--- src/rtl/booth_mul.sv ---
module booth_mul #(
  parameter int W = 8
) (
  input  logic           clk,
  input  logic           rst_n,
  input  logic           start,
  input  logic [W-1:0]   mcand,
  input  logic [W-1:0]   mplier,
  output logic           busy,
  output logic           done,
  output logic [2*W-1:0] product
);
  localparam int CW = $clog2(W);
  localparam logic [CW-1:0] LAST = CW'(W - 1);

  logic [2*W-1:0] acc;
  logic           qm1;
  logic [W-1:0]   mc;
  logic [CW-1:0]  cnt;

  logic [W:0] hi_ext, mc_ext, sum;
  assign hi_ext = {acc[2*W-1], acc[2*W-1:W]};
  assign mc_ext = {mc[W-1], mc};

  always_comb begin
    case ({acc[0], qm1})
      2'b10:   sum = hi_ext - mc_ext;
      2'b01:   sum = hi_ext + mc_ext;
      default: sum = hi_ext;
    endcase
  end

  always_ff @(posedge clk or negedge rst_n) begin
    if (!rst_n) begin
      acc  <= '0;
      qm1  <= 1'b0;
      mc   <= '0;
      cnt  <= '0;
      busy <= 1'b0;
      done <= 1'b0;
    end else begin
      done <= 1'b0;
      if (busy) begin
        acc <= {sum, acc[W-1:1]};
        qm1 <= acc[0];
        cnt <= cnt + 1'b1;
        if (cnt == LAST) begin
          busy <= 1'b0;
          done <= 1'b1;
        end
      end else if (start) begin
        acc  <= {{W{1'b0}}, mplier};
        qm1  <= 1'b0;
        cnt  <= '0;
        mc   <= mcand;
        busy <= 1'b1;
      end
    end
  end

  assign product = acc;

  assert_start_accept_R2: assert property (@(posedge clk) disable iff (!rst_n)
    (start && !busy) |=> busy);

  assert_done_pulse_R6: assert property (@(posedge clk) disable iff (!rst_n)
    done |=> !done);

  assert_done_idle_R6: assert property (@(posedge clk) disable iff (!rst_n)
    done |-> !busy);

  assert_hold_idle_R7: assert property (@(posedge clk) disable iff (!rst_n)
    (!busy && !start) |=> $stable(product));

  assert_no_restart_R8: assert property (@(posedge clk) disable iff (!rst_n)
    (busy && cnt != LAST) |=> (busy && !done));
endmodule

--- config.mk ---
export PLATFORM = sky130hd
export DESIGN_NAME = booth_mul
export DESIGN_NICKNAME = d
export VERILOG_FILES = /design/src/rtl/booth_mul.sv
export SDC_FILE = /design/constraint.sdc
export NUM_CORES = 1
export LEC_CHECK = 0
export ABC_AREA = 1
export ABC_CLOCK_PERIOD_IN_PS = 3500
export BUFFER_PORTS_ARGS = -buffer_cell sky130_fd_sc_hd__buf_2
export CELL_PAD_IN_SITES_DETAIL_PLACEMENT = 1
export CELL_PAD_IN_SITES_GLOBAL_PLACEMENT = 1
export CORE_ASPECT_RATIO = 0.75
export CORE_MARGIN = 3
export CORE_UTILIZATION = 25
export DETAILED_ROUTE_END_ITERATION = 8
export GPL_TIMING_DRIVEN = 0
export PLACE_DENSITY_LB_ADDON = 0.08
export SETUP_SLACK_MARGIN = 0.1
export SLEW_MARGIN = 5
export SYNTH_ARGS = -nofsm -noshare
export SYNTH_HDL_FRONTEND = slang
export SYNTH_SLANG_ARGS = --single-unit
--- constraint.sdc ---
create_clock -name clk -period 3.5 [get_ports clk]
set_input_delay 0.875 -clock clk [delete_from_list [all_inputs] [get_ports clk]]
set_output_delay 0.875 -clock clk [all_outputs]
set_load 0.01 [all_outputs]
==> results.md <==
- Slew margin rel.: a little over half
- Sum Neg Setup Slack: 0 ns
- Number of CTS-inserted buffers: 5
- Initial Util: 26.5%
- Routed wire per std cell: around 14 microns
- Largest net degree at the start of global routing: 31
- Crit. Startpoint: product[0]
- Core area: around 7000 sq um
- Area delta synth->final: 22.2%
- Clk slew on worst S/H paths: approximately 0.070 ns
- Startpoint Class: flop
- Syn Std Cell Area: between 1500 and 2000 sq um
- Critical path capture point type: flop
- CTS Sinks: 30
- Die Ht: 80.8 microns
- Req. time, crit path: ~3.7 ns
- CTS-repair resized insts: 0
- # nets final: between 300 and 400
- RSZ-0062 raised after global routing: false
- H-tree depth: 2
- Crit path to: product[15]
- Final GP Congestion: about 0.80
- Total GRT Usage: about an eighth
- Final period util: just over 70%
- HPWL after DPL: between 4000 and 5000 microns
- DRC: 0
- Via density: roughly 4.5
- Max frequency: approximately 400 MHz
- WP data arrival: between 2 and 3 ns
- Worst clock skew: around 0.0061 ns
- Vias in the first global route: around 1800
- Final hold viol count: 0
- Final Critical Period: approximately 2.5 ns
- Number of distinct library cells after synthesis: 28
- Synth Warn #: 0
- Clock buffer depth: 2
- Site Rows: 26
- RR Endpoint: product[15]
- Die W: about 110 microns
- Post-synth top flop: dfrtp_1
- FF+latch count, synth: 30
- WS Path Type: reg -> reg
- Pre-antenna DRT Iters: 4
- Hold_buf cts: 0
- Hold Crit Class: reg -> reg
- Outcome: complete, no violations
- Commonest non-fill, non-tap cell in the layout: nand2_1
- Syn Area/Cell: 7.70 sq um
- Diode count: 0
- Antenna viol nets, final: 0
- Initial antenna violation count: 0
- Crit Path Max Fanout: 7
- Reg2reg start: product[0]
- Final Setup Violations: 0
- Async SR Flop Fraction: 100%
- Iteration-0 DRC count of the detailed router: 46
- Hold-critical path depth: 1
- Skew-Pair Late Insertion Delay: about 0.28 ns
- Total gr overflow: 0
- Drt total wl: ~5300 microns
- # IOs: 37
- Post-synth EDFFs: 0
- Synthesized Nets: 275
- Global-route wire length before repair: 8960 microns
- Clock root buffer: clkbuf_8
- Reg2reg setup slack: roughly 0.97 ns
- Number of max-cap violations: 0
- Post-CTS setup buffer count: 0
- I/O Buffers: 36
- Routed vias: between 1500 and 2000
- Share of cells above drive strength 1: 20.3%
- CTS tree: built
- Most frequent cells in the layout: nand2_1 (82), buf_2 (40), dfrtp_1 (30)
- Die Area: 8530 sq um
- Cells after synthesis: roughly 240
- Least-Margin Pin Slew: a little under 0.7 ns
- Final Max Tran Viols: 0
- Sequential cell area fraction in the yosys report: 40.3%
- Worst reg2reg path depth: 14
## cell type report
type	count	area [sq um]
clock buffer	8	110
sequential	30	751
multi-input combinational	182	985
buffer	6	35.0
inverter	24	92.6
timing repair buffer	36	180
fill	887	4750
tap	98	123
## sequential cells by signal, summed over array words and instances (netlist names)
register  flops
product      16
mc            8
cnt           3
busy          1
done          1
qm1           1
## per-stage QoR
stage / hold slack, ns / setup slack (ns) / area, sq um / utilization, % / std cells
after floorplan: 0.453 / 1.36 / 1860 / - / 242
after global placement: 0.485 / 0.961 / 2170 / 30.8 / 376
after detailed placement: 0.486 / 0.963 / 2170 / 30.8 / 376
after CTS: 0.494 / 0.931 / 2280 / 32.4 / 384
after global routing: 0.522 / 0.715 / 2280 / 32.4 / 384
final: 0.488 / 0.975 / 2280 / 32.4 / 384
## synth_stat cells, drive strengths merged, types with 3 or more instances
library cell  instances  share of area [%]
nand4                 7                2.4
xnor2                 3                1.4
inv                  24                5.0
o21ai                19                5.1
dfrtp                30                 40
xor2                  5                2.4
nand3                19                5.1
ha                   13                8.7
nand2                84                 17
buf                   6                1.9
nor2                 13                3.2
a21oi                 7                1.9
## how the worst min path moves through the flow
stage / startpoint / to / slack [ns]
2_1_floorplan: cnt[0] / cnt[0] / 0.45
3_3_place_gp: cnt[0] / cnt[0] / 0.48
4_1_cts: cnt[0] / cnt[0] / 0.49
6_report: cnt[0] / cnt[0] / 0.49
3_5_place_dp: cnt[0] / cnt[0] / 0.49
5_1_grt: cnt[0] / cnt[0] / 0.52
## per-layer routing
layer	wire, microns	track usage [%]	up-vias
met5	0	0	-
met4	31	1.94	0
met3	149	3.10	6
met2	2190	20.1	21
met1	2950	19.9	811
li1	-	-	877
## critical path: stages (launching register included)
cell     delay [ns]
dfrtp_1        0.40
inv_1          0.10
ha_1           0.26
inv_1          0.17
nand2_1        0.08
o21ai_0        0.20
fa_1           0.50
nand2_1        0.11
nand2_1        0.06
nand2_1        0.07
nand2_2        0.09
a21oi_1        0.14
nand3_1        0.09
nand3_1        0.09
nand2_1        0.05
## cells by family after synthesis
| family | count (synthesis) | share of synthesized area [%] |
|---|---|---|
| DFF | 30 | 40.3 |
| and+or+nand+nor | 124 | 28.1 |
| buffers and inverters | 30 | 6.85 |
| adders and majority gates | 14 | 9.81 |
| xor gates and xnor gates | 8 | 3.76 |
| AOI/OAI and AO/OA | 36 | 11.1 |
Power is left out: the tool's default activity adds up to more than one toggle a clock period on the data nets, which glitch-free logic cannot reach.
